`src/rtl/adc_hostbus_pkg.sv`:
```
package adc_hostbus_pkg;
  localparam int BUS_W  = 16;
  localparam int BYTE_W = 8;

  localparam int ST_EOC    = 0;
  localparam int ST_PTR    = 2;
  localparam int ST_SETTLE = 3;
  localparam int ST_TRK    = 5;
  localparam int ST_CNV    = 6;
  localparam int ST_CAL    = 7;

  typedef enum logic {
    PTR_HI = 1'b0,
    PTR_LO = 1'b1
  } byte_ptr_e;

  typedef struct packed {
    logic cal;
    logic cnv;
    logic trk;
    logic settle_n;
  } phase_t;
endpackage

```
`src/rtl/hb_rd_strobe.sv`:
```
module hb_rd_strobe (
  input  logic clk,
  input  logic rst_n,
  input  logic cs_n,
  input  logic rd_n,
  input  logic addr_sel,
  input  logic wide_sel,
  output logic access_on,
  output logic done_any,
  output logic done_byte
);
  logic active_q;
  logic addr_q;
  logic wide_q;

  assign access_on = !cs_n && !rd_n;

  always_ff @(posedge clk) begin
    if (!rst_n) begin
      active_q <= 1'b0;
      addr_q   <= 1'b0;
      wide_q   <= 1'b0;
    end else begin
      active_q <= access_on;
      if (access_on) begin
        addr_q <= addr_sel;
        wide_q <= wide_sel;
      end
    end
  end

  // a read counts when the access window closes
  assign done_any  = active_q && !access_on;
  assign done_byte = done_any && addr_q && !wide_q;

  AST_DONE_CLOSES: assert property (@(posedge clk) disable iff (!rst_n)
    access_on |=> (done_any || access_on)) else $error("done");
endmodule

```
`src/rtl/hb_result_buf.sv`:
```
module hb_result_buf
  import adc_hostbus_pkg::*;
#(
  parameter int RES_W = 12
) (
  input  logic             clk,
  input  logic             rst_n,
  input  logic             res_valid,
  input  logic [RES_W-1:0] res_word,
  input  logic             rd_any,
  input  logic             rd_byte,
  output logic [BUS_W-1:0] just_word,
  output logic             eoc_n,
  output byte_ptr_e        ptr
);
  localparam int PAD_W = BUS_W - RES_W;

  logic [BUS_W-1:0] aligned;

  generate
    if (PAD_W == 0) begin : g_full
      assign aligned = res_word;
    end else begin : g_pad
      assign aligned = {res_word, {PAD_W{1'b0}}};
    end
  endgenerate

  always_ff @(posedge clk) begin
    if (!rst_n) begin
      just_word <= '0;
      eoc_n     <= 1'b1;
      ptr       <= PTR_HI;
    end else if (res_valid) begin
      // load wins over a read finishing this cycle
      just_word <= aligned;
      eoc_n     <= 1'b0;
      ptr       <= PTR_HI;
    end else begin
      if (rd_any)  eoc_n <= 1'b1;
      if (rd_byte) ptr   <= (ptr == PTR_HI) ? PTR_LO : PTR_HI;
    end
  end

  AST_LOAD_EOC: assert property (@(posedge clk) disable iff (!rst_n)
    res_valid |=> !eoc_n) else $error("eoc");
  AST_LOAD_PTR: assert property (@(posedge clk) disable iff (!rst_n)
    res_valid |=> (ptr == PTR_HI)) else $error("ptr");
  AST_READ_RELEASE: assert property (@(posedge clk) disable iff (!rst_n)
    (rd_any && !res_valid) |=> eoc_n) else $error("rel");
  AST_PTR_FLIP: assert property (@(posedge clk) disable iff (!rst_n)
    (rd_byte && !res_valid) |=> (ptr != $past(ptr))) else $error("flip");
  AST_BUF_HOLD: assert property (@(posedge clk) disable iff (!rst_n)
    !res_valid |=> $stable(just_word)) else $error("hold");
endmodule

```
`src/rtl/hb_bus_mux.sv`:
```
module hb_bus_mux
  import adc_hostbus_pkg::*;
(
  input  logic             clk,
  input  logic             rst_n,
  input  logic             access_on,
  input  logic             addr_sel,
  input  logic             wide_sel,
  input  logic [BUS_W-1:0] just_word,
  input  byte_ptr_e        ptr,
  input  logic             eoc_n,
  input  phase_t           phase,
  output logic [BUS_W-1:0] dout,
  output logic             oe_hi,
  output logic             oe_lo
);
  logic [BYTE_W-1:0] status;
  logic [BYTE_W-1:0] byte_sel;

  always_comb begin
    status            = '0;
    status[ST_EOC]    = eoc_n;
    status[ST_PTR]    = (ptr == PTR_LO);
    status[ST_SETTLE] = phase.settle_n;
    status[ST_TRK]    = phase.trk;
    status[ST_CNV]    = phase.cnv;
    status[ST_CAL]    = phase.cal;
  end

  assign byte_sel = (ptr == PTR_HI) ? just_word[BUS_W-1:BYTE_W]
                                    : just_word[BYTE_W-1:0];

  always_comb begin
    dout = '0;
    if (access_on) begin
      if (!addr_sel)     dout = {{BYTE_W{1'b0}}, status};
      else if (wide_sel) dout = just_word;
      else               dout = {{BYTE_W{1'b0}}, byte_sel};
    end
  end

  assign oe_lo = access_on;
  assign oe_hi = access_on && addr_sel && wide_sel;

  AST_HI_LANE_ZERO: assert property (@(posedge clk) disable iff (!rst_n)
    !oe_hi |-> (dout[BUS_W-1:BYTE_W] == '0)) else $error("hi");
  AST_HI_NEEDS_LO: assert property (@(posedge clk) disable iff (!rst_n)
    oe_hi |-> oe_lo) else $error("lane");
endmodule

```
`src/rtl/adc_hostbus_if.sv`:
```
module adc_hostbus_if
  import adc_hostbus_pkg::*;
#(
  parameter int RES_W = 12
) (
  input  logic             clk,
  input  logic             rst_n,
  input  logic             res_valid,
  output logic             res_ready,
  input  logic [RES_W-1:0] res_word,
  input  logic             trk_busy,
  input  logic             cnv_busy,
  input  logic             cal_busy,
  input  logic             acq_settle_n,
  input  logic             cs_n,
  input  logic             rd_n,
  input  logic             addr_sel,
  input  logic             wide_sel,
  output logic [15:0]      bus_dout,
  output logic             bus_oe_hi,
  output logic             bus_oe_lo
);
  logic             access_on;
  logic             done_any;
  logic             done_byte;
  logic [BUS_W-1:0] just_word;
  logic             eoc_n;
  byte_ptr_e        ptr;
  phase_t           phase;

  assign res_ready = 1'b1;
  assign phase = '{cal: cal_busy, cnv: cnv_busy, trk: trk_busy, settle_n: acq_settle_n};

  hb_rd_strobe u_strobe (
    .clk(clk), .rst_n(rst_n), .cs_n(cs_n), .rd_n(rd_n),
    .addr_sel(addr_sel), .wide_sel(wide_sel),
    .access_on(access_on), .done_any(done_any), .done_byte(done_byte)
  );

  hb_result_buf #(.RES_W(RES_W)) u_buf (
    .clk(clk), .rst_n(rst_n), .res_valid(res_valid), .res_word(res_word),
    .rd_any(done_any), .rd_byte(done_byte),
    .just_word(just_word), .eoc_n(eoc_n), .ptr(ptr)
  );

  hb_bus_mux u_mux (
    .clk(clk), .rst_n(rst_n), .access_on(access_on),
    .addr_sel(addr_sel), .wide_sel(wide_sel), .just_word(just_word),
    .ptr(ptr), .eoc_n(eoc_n), .phase(phase),
    .dout(bus_dout), .oe_hi(bus_oe_hi), .oe_lo(bus_oe_lo)
  );

  AST_IDLE_UNDRIVEN: assert property (@(posedge clk) disable iff (!rst_n)
    (cs_n || rd_n) |-> !(bus_oe_hi || bus_oe_lo)) else $error("idle");
endmodule

```
`config.mk`:
```
export PLATFORM = sky130hd
export DESIGN_NAME = adc_hostbus_if
export DESIGN_NICKNAME = d
export VERILOG_FILES = /design/src/rtl/adc_hostbus_pkg.sv /design/src/rtl/hb_rd_strobe.sv /design/src/rtl/hb_result_buf.sv /design/src/rtl/hb_bus_mux.sv /design/src/rtl/adc_hostbus_if.sv
export SDC_FILE = /design/constraint.sdc
export NUM_CORES = 1
export LEC_CHECK = 0
export ABC_AREA = 1
export ABC_CLOCK_PERIOD_IN_PS = 1400
export BUFFER_PORTS_ARGS = -buffer_cell sky130_fd_sc_hd__buf_4
export CAP_MARGIN = 10
export CORE_MARGIN = 1
export CORE_UTILIZATION = 45
export DETAILED_ROUTE_END_ITERATION = 8
export MAX_ROUTING_LAYER = met4
export PLACE_DENSITY = 0.78
export SLEW_MARGIN = 10
export SYNTH_ARGS = -nofsm -noshare
export SYNTH_HDL_FRONTEND = slang
export SYNTH_SLANG_ARGS = --single-unit
```
`constraint.sdc`:
```
create_clock -name clk -period 1.4 [get_ports clk]
set_clock_uncertainty 0.2 [all_clocks]
set_input_delay 0.28 -clock clk [delete_from_list [all_inputs] [get_ports clk]]
set_output_delay 0.28 -clock clk [all_outputs]
set_load 0.05 [all_outputs]
```
==> metrics.log, run 1 <==
[metrics] outcome: complete, but fails checks
[metrics] violations in the final reports: setup timing
[metrics] met2 global-route usage: 54.4%
[metrics] cells taking the most area after synthesis: sky130_fd_sc_hd__dfxtp_1 (38%), sky130_fd_sc_hd__nor2_1 (9.8%), sky130_fd_sc_hd__a21oi_1 (7.4%)
[metrics] Slowest-stage cell, CP: sky130_fd_sc_hd__dfxtp_2
[metrics] setup repair after global routing missed its margin: yes
[metrics] Setup-failing EPs final: 17
[metrics] met3 track utilization from global routing: 7.84%
[metrics] number of instances in the synthesized netlist: 128
[metrics] Synth top area share: 38.5%
[metrics] register-to-register path setup slack: 0.39 ns
[metrics] Final Hold Violating Endpoints: 0
[metrics] max cap viols: 0
[metrics] count of yosys warnings during synthesis: 0
[metrics] pre-CTS worst setup slack: -0.252 ns
[metrics] critical path start-end classification: flop to output pin
[metrics] Area growth syn-to-layout: 73.6%
[metrics] min-delay src: res_word[1]
[metrics] remaining design rule violation count: 0
[metrics] count of distinct cell types in the synthesized netlist: 20
[metrics] final-layout setup total negative slack: -4.37 ns
[metrics] layer with the highest usage after global routing: met2
[metrics] overall track demand over capacity in global routing: 30.8%
[metrics] HPWL after detailed placement: 1.77 mm
[metrics] max-slew violations: 0
[metrics] via count of the first global-routing pass: 1025
[metrics] first element of the critical path: u_buf.ptr
[metrics] diodes inserted: 0
[metrics] total die area: 2150 um^2
[metrics] Clock H-tree levels: 1
[metrics] number of clock sinks: 17
[metrics] worst hold slack after final layout: 0.00876 ns
[metrics] design area: 1540 um^2
[metrics] Reg-to-Reg Start: u_strobe.active_q
[metrics] core box area: 1780 um^2
[metrics] total clock buffers created by CTS: 3
[metrics] TritonCTS clock tree: yes
[metrics] Final WS setup: -0.455 ns
[metrics] starting utilization of the core area: 49.6%
[metrics] final routed wirelength across all metal layers: 2.80 mm
[metrics] cell taking the most area after synthesis: sky130_fd_sc_hd__dfxtp_1
[metrics] worst-case clock buffer depth: 2
[metrics] I/O pin cnt: 42
[metrics] cell family with most CP delay: buffers and inverters
[metrics] number of enable-type register cells in the synthesized netlist: 0
[metrics] remaining antenna violation count: 0
[metrics] post-route core utilization: 86.1%
[metrics] wire length per cell after detailed routing: 13.7 um
[metrics] number of iterations in the first detailed-routing pass: 4
[metrics] largest net degree at the start of global routing: 22
[metrics] synthesized cell area: 885 um^2
[metrics] Pwr Density: 728 nW/um^2
[metrics] maximum single-stage delay on the critical path: 0.35 ns
[metrics] flip-flop and latch count after synthesis: 17
[metrics] GP Congestion: 0.807
[metrics] Commonest cells post-synth: sky130_fd_sc_hd__nor2_1 (23), sky130_fd_sc_hd__dfxtp_1 (17), sky130_fd_sc_hd__inv_1 (15)
[metrics] Tmin final: 1.85 ns
[metrics] Worst Setup Start Kind: flop
[metrics] remaining global-route overflow: 0
[metrics] element type at the critical path end: output pin
[metrics] Vias per Instance: 4.97
[metrics] post-placement cell area: 1370 um^2
[metrics] critical path fanouts, max: 4
[metrics] most common cell in the synthesized netlist: sky130_fd_sc_hd__nor2_1
[metrics] cells along the critical path: nor2_4, buf_4, nand2_1, nand3_1, nand2_2, clkinvlp_4, buf_6
[metrics] endpoint required time on the critical path: 0.92 ns
[metrics] Root Buffer: sky130_fd_sc_hd__clkbuf_4
[metrics] fill cell count: 104
[metrics] min-delay worst type: input port to flop
[metrics] critical path buffer and inverter count: 3
[metrics] antenna violations before repair: 0
[metrics] GR Layer Usage met1: 30.2%
[metrics] upper clock frequency limit: 539 MHz
[metrics] Top FF cell, synth: sky130_fd_sc_hd__dfxtp_1
[metrics] count of routing violations after the opening detailed-route iteration: 27
[metrics] clock insertion delay at the later pin of the skew report: 0.28 ns
[metrics] Mapped Nets: 151
[metrics] vias after detailed routing: 1019
[metrics] quantity of I/O buffers inserted on ports: 40
[metrics] mean cell area of the mapped netlist: 6.91 um^2
[metrics] global-route wire length before repair: 4.35 mm
[metrics] post-synthesis sequential area ratio: 38.5%
[metrics] clock-pin slew on the worst setup and hold paths: 0.09 ns
[metrics] maximum ir drop on the vdd rail: 0.000693 V
[metrics] Leakage: 0.662 nW
[metrics] die span in y: 46.3 um
[metrics] number of core rows: 15
[metrics] fraction of layout cells with a size suffix above 1: 46.7%
[metrics] Worst EP arrival: 1.37 ns
[metrics] Synth async-reset ratio: 0%
[metrics] die width: 46.3 um
[metrics] Total Nets Final: 204
[metrics] share of the cycle needed by the critical path after routing: 132%
[cell families (layout without fill, tap and decap cells)]
group,after synthesis,count (layout),share of synthesized area [%]
AO/OA/AOI/OAI,30,30,17.0
AND/OR/NAND/NOR,56,56,32.2
other,1,1,0.424
flip-flops,17,17,38.5
buffers and inverters,24,76,11.9
[placed cells by master, fill, tap and decap left out, types with 2 or more instances in the layout]
cell type | synthesis | final
sky130_fd_sc_hd__clkinvlp_4 | 0 | 3
sky130_fd_sc_hd__nor2_1 | 23 | 23
sky130_fd_sc_hd__nor2_4 | 1 | 9
sky130_fd_sc_hd__a21oi_1 | 13 | 10
sky130_fd_sc_hd__buf_4 | 1 | 31
sky130_fd_sc_hd__buf_8 | 0 | 6
sky130_fd_sc_hd__nand2_2 | 1 | 4
sky130_fd_sc_hd__buf_6 | 1 | 14
sky130_fd_sc_hd__clkbuf_4 | 0 | 3
sky130_fd_sc_hd__nor3_4 | 0 | 2
sky130_fd_sc_hd__o21ai_1 | 5 | 5
sky130_fd_sc_hd__nand3_1 | 4 | 4
sky130_fd_sc_hd__inv_2 | 4 | 3
sky130_fd_sc_hd__o21ai_0 | 12 | 12
sky130_fd_sc_hd__dfxtp_1 | 17 | 16
sky130_fd_sc_hd__nand2_1 | 14 | 11
sky130_fd_sc_hd__a21oi_4 | 0 | 3
sky130_fd_sc_hd__inv_1 | 15 | 12
[power breakdown]
part	switching [mW]	total [mW]	internal [mW]	leakage (nW)
logic	0.195	0.331	0.136	0.505
clock network	0.146	0.256	0.111	0.0150
registers	0.0160	0.530	0.514	0.141
total	0.357	1.12	0.761	0.662
[layout make-up]
cell class              instances  area, um^2  area share [%]
inverters                      19        87.6            5.70
multi-input cells              87         538            35.0
repair buffers                 53         510            33.3
clock buffers                   4        26.3            1.71
flip-flops and latches         17         342            22.2
well taps                      25        31.3            2.04
[metal layers]
metal / vias to the layer above / routed length [um]
li1: 504 / -
met1: 478 / 1090
met2: 33 / 1600
met3: 4 / 87
met4: 0 / 27
met5: - / 0
[state kept, by name (all words and copies together) (netlist names)]
name               count
u_strobe.addr_q        1
u_buf.eoc_n            1
u_buf.ptr              1
u_strobe.active_q      1
u_strobe.wide_q        1
u_buf.just_word       12
[metrics by stage]
stage	total power [mW]	cells
final	1.12	205
after detailed placement	0.837	198
after floorplan	0.722	128
after global routing	1.18	205
after CTS	1.12	204
after global placement	0.828	198
[timing repair]
item | 4_1_cts | 5_1_grt
endpoints found under the setup margin | 17 | 17
hold buffers | 0 | 1
endpoints found under the hold margin | 0 | 1
setup buffers | 2 | 0
pin swaps | 4 | 0
resized for setup | 28 | 3
[worst paths after layout]
| path | endpoint | cells after the start |
|---|---|---|
| max | bus_dout[6] | 7 |
| min | u_buf.just_word[5] | 3 |
| max reg2reg | u_buf.ptr | 5 |
| min reg2reg | u_buf.eoc_n | 2 |
[worst register-to-register path, stage by stage (launching register included)]
cell	delay [ns]
sky130_fd_sc_hd__dfxtp_1	0.33
sky130_fd_sc_hd__inv_1	0.05
sky130_fd_sc_hd__nor2_1	0.13
sky130_fd_sc_hd__nand3_1	0.09
sky130_fd_sc_hd__nand2_1	0.06
sky130_fd_sc_hd__nor2_1	0.04
(Power assumes the default switching activity.)
==> run 2: changes to the inputs <==
- CORE_UTILIZATION: 45 -> 42
- PLACE_DENSITY: 0.78 -> 0.74
==> metrics.log, run 2 (synthesized netlist as in run 1, its figures left out) <==
[metrics] max cap viols: 0
[metrics] largest net degree at the start of global routing: 22
[metrics] antenna violations before repair: 0
[metrics] number of core rows: 16
[metrics] number of clock sinks: 17
[metrics] Pwr Density: 725 nW/um^2
[metrics] share of the cycle needed by the critical path after routing: 132%
[metrics] remaining design rule violation count: 0
[metrics] most common library cell in the layout ignoring fill and taps: sky130_fd_sc_hd__buf_4
[metrics] critical path start-end classification: flop to output pin
[metrics] GP Congestion: 0.803
[metrics] quantity of I/O buffers inserted on ports: 40
[metrics] endpoint required time on the critical path: 0.92 ns
[metrics] die span in y: 47.9 um
[metrics] total clock buffers created by CTS: 3
[metrics] violations in the final reports: setup timing
[metrics] remaining global-route overflow: 0
[metrics] min-delay src: res_word[2]
[metrics] Vias per Instance: 4.89
[metrics] critical path fanouts, max: 6
[metrics] max reg flops: 12
[metrics] number of placed cells counting well taps: 202
[metrics] fraction of layout cells with a size suffix above 1: 49.4%
[metrics] maximum ir drop on the vdd rail: 0.000614 V
[metrics] setup repair after global routing missed its margin: yes
[metrics] Root Buffer: sky130_fd_sc_hd__clkbuf_4
[metrics] total die area: 2290 um^2
[metrics] number of iterations in the first detailed-routing pass: 4
[metrics] count of routing violations after the opening detailed-route iteration: 14
[metrics] HPWL after detailed placement: 1.73 mm
[metrics] die width: 47.9 um
[metrics] global-route wire length before repair: 3.64 mm
[metrics] max-slew violations: 0
[metrics] Most flops, register: u_buf.just_word
[metrics] element type at the critical path end: output pin
[metrics] Worst Setup Start Kind: flop
[metrics] Final Hold Violating Endpoints: 0
[metrics] clock insertion delay at the later pin of the skew report: 0.29 ns
[metrics] design area: 1550 um^2
[metrics] final routed wirelength across all metal layers: 2.43 mm
[metrics] Final WS setup: -0.447 ns
[metrics] outcome: complete, but fails checks
[metrics] core box area: 1960 um^2
[metrics] via count of the first global-routing pass: 935
[metrics] count of non-filler cells in the finished layout: 207
[metrics] Tmin final: 1.85 ns
[metrics] post-route core utilization: 79.0%
[metrics] diodes inserted: 0
[metrics] Clock H-tree levels: 1
[metrics] Area growth syn-to-layout: 75.2%
[metrics] remaining antenna violation count: 0
[metrics] count of hold-fix buffers inserted at cts: 0
[metrics] vias after detailed routing: 1012
[metrics] wire length per cell after detailed routing: 11.8 um
[metrics] worst-case clock buffer depth: 2
[metrics] clock-pin slew on the worst setup and hold paths: 0.10 ns
[metrics] min-delay worst type: input port to flop
[metrics] capture point of the worst reg-to-reg path: u_buf.ptr
[metrics] register-to-register path setup slack: 0.40 ns
[metrics] Total Nets Final: 204
[metrics] fill cell count: 148
[metrics] Leakage: 0.671 nW
[metrics] total power: 1.12 mW
[metrics] Reg-to-Reg Start: u_strobe.active_q
[metrics] hold worst-path end: u_buf.just_word[6]
[metrics] Worst EP arrival: 1.37 ns
[metrics] upper clock frequency limit: 542 MHz
[metrics] first element of the critical path: u_buf.ptr
[metrics] number of instances on the worst hold path: 3
[metrics] most frequent cells in the layout: sky130_fd_sc_hd__buf_4 (31), sky130_fd_sc_hd__nor2_1 (22), sky130_fd_sc_hd__buf_6 (16), sky130_fd_sc_hd__dfxtp_1 (16)
[metrics] Reg2Reg Depth: 5
[metrics] post-placement cell area: 1390 um^2
[metrics] Setup-failing EPs final: 17
[metrics] overall track demand over capacity in global routing: 23.6%
[metrics] starting utilization of the core area: 45.1%
[metrics] I/O pin cnt: 42
[metrics] TritonCTS clock tree: yes
## run 2: changes by cell type in the layout (fill, tap and decap cells not counted)
cell and change:
sky130_fd_sc_hd__buf_6 +2, sky130_fd_sc_hd__inv_4 +2, sky130_fd_sc_hd__nand3_1 -2, sky130_fd_sc_hd__nand3_2 +2, sky130_fd_sc_hd__buf_8 -1, sky130_fd_sc_hd__clkinv_4 -1
sky130_fd_sc_hd__dlygate4sd3_1 -1, sky130_fd_sc_hd__inv_2 -1, sky130_fd_sc_hd__nand2_1 -1, sky130_fd_sc_hd__nand2_2 +1, sky130_fd_sc_hd__nor2_1 -1, sky130_fd_sc_hd__nor2_2 +1
## run 2: layout make-up
| cell class | instances | area [um^2] | area share [%] |
|---|---|---|---|
| well taps | 27 | 33.8 | 2.18 |
| multi-input cells | 87 | 553 | 35.7 |
| clock buffers | 4 | 26.3 | 1.69 |
| inverters | 19 | 87.6 | 5.65 |
| repair buffers | 53 | 508 | 32.8 |
| flip-flops and latches | 17 | 342 | 22.0 |
## run 2: power by group
| part | total [mW] | internal (mW) | switching [mW] |
|---|---|---|---|
| registers | 0.529 | 0.514 | 0.0150 |
| logic | 0.331 | 0.139 | 0.193 |
| clock network | 0.263 | 0.111 | 0.152 |
## run 2: worst max path at each step
stage              endpoint  slack [ns]  cells past startpoint
2_1_floorplan  bus_dout[10]       -0.25                      3
3_3_place_gp    bus_dout[7]       -0.23                      8
3_5_place_dp    bus_dout[7]       -0.25                      8
4_1_cts         bus_dout[4]       -0.45                      5
5_1_grt         bus_dout[6]       -0.49                      7
6_report        bus_dout[0]       -0.45                      5
## run 2: what timing repair did
action	4_1_cts	5_1_grt
gates resized for setup	30	5
pin swaps	5	3
buffers inserted	0	1
setup endpoints to repair	17	17
## run 2: stage by stage
step	hold slack [ns]	TNS [ns]	setup slack, ns
floorplan	0.215	-3.23	-0.249
global placement	0.243	-3.11	-0.234
detailed placement	0.254	-3.35	-0.251
CTS	0.0236	-4.35	-0.449
global route	0.0238	-5.19	-0.494
finish	0.0131	-4.40	-0.447
## run 2: routing by layer
layer | up-vias | global-route usage, % | routed length (um)
met2 | 41 | 46.2 | 1340
met5 | - | - | 0
met1 | 465 | 22.4 | 958
li1 | 504 | - | -
met3 | 2 | 5.28 | 125
met4 | 0 | 6.67 | 10
## run 2: worst max-delay path, cell delays in order, from the launching register on
cell and delay [ns]:
sky130_fd_sc_hd__dfxtp_2 0.35, sky130_fd_sc_hd__nor2_4 0.18, sky130_fd_sc_hd__buf_4 0.16, sky130_fd_sc_hd__nand2_1 0.08, sky130_fd_sc_hd__a21oi_4 0.13, sky130_fd_sc_hd__buf_6 0.17
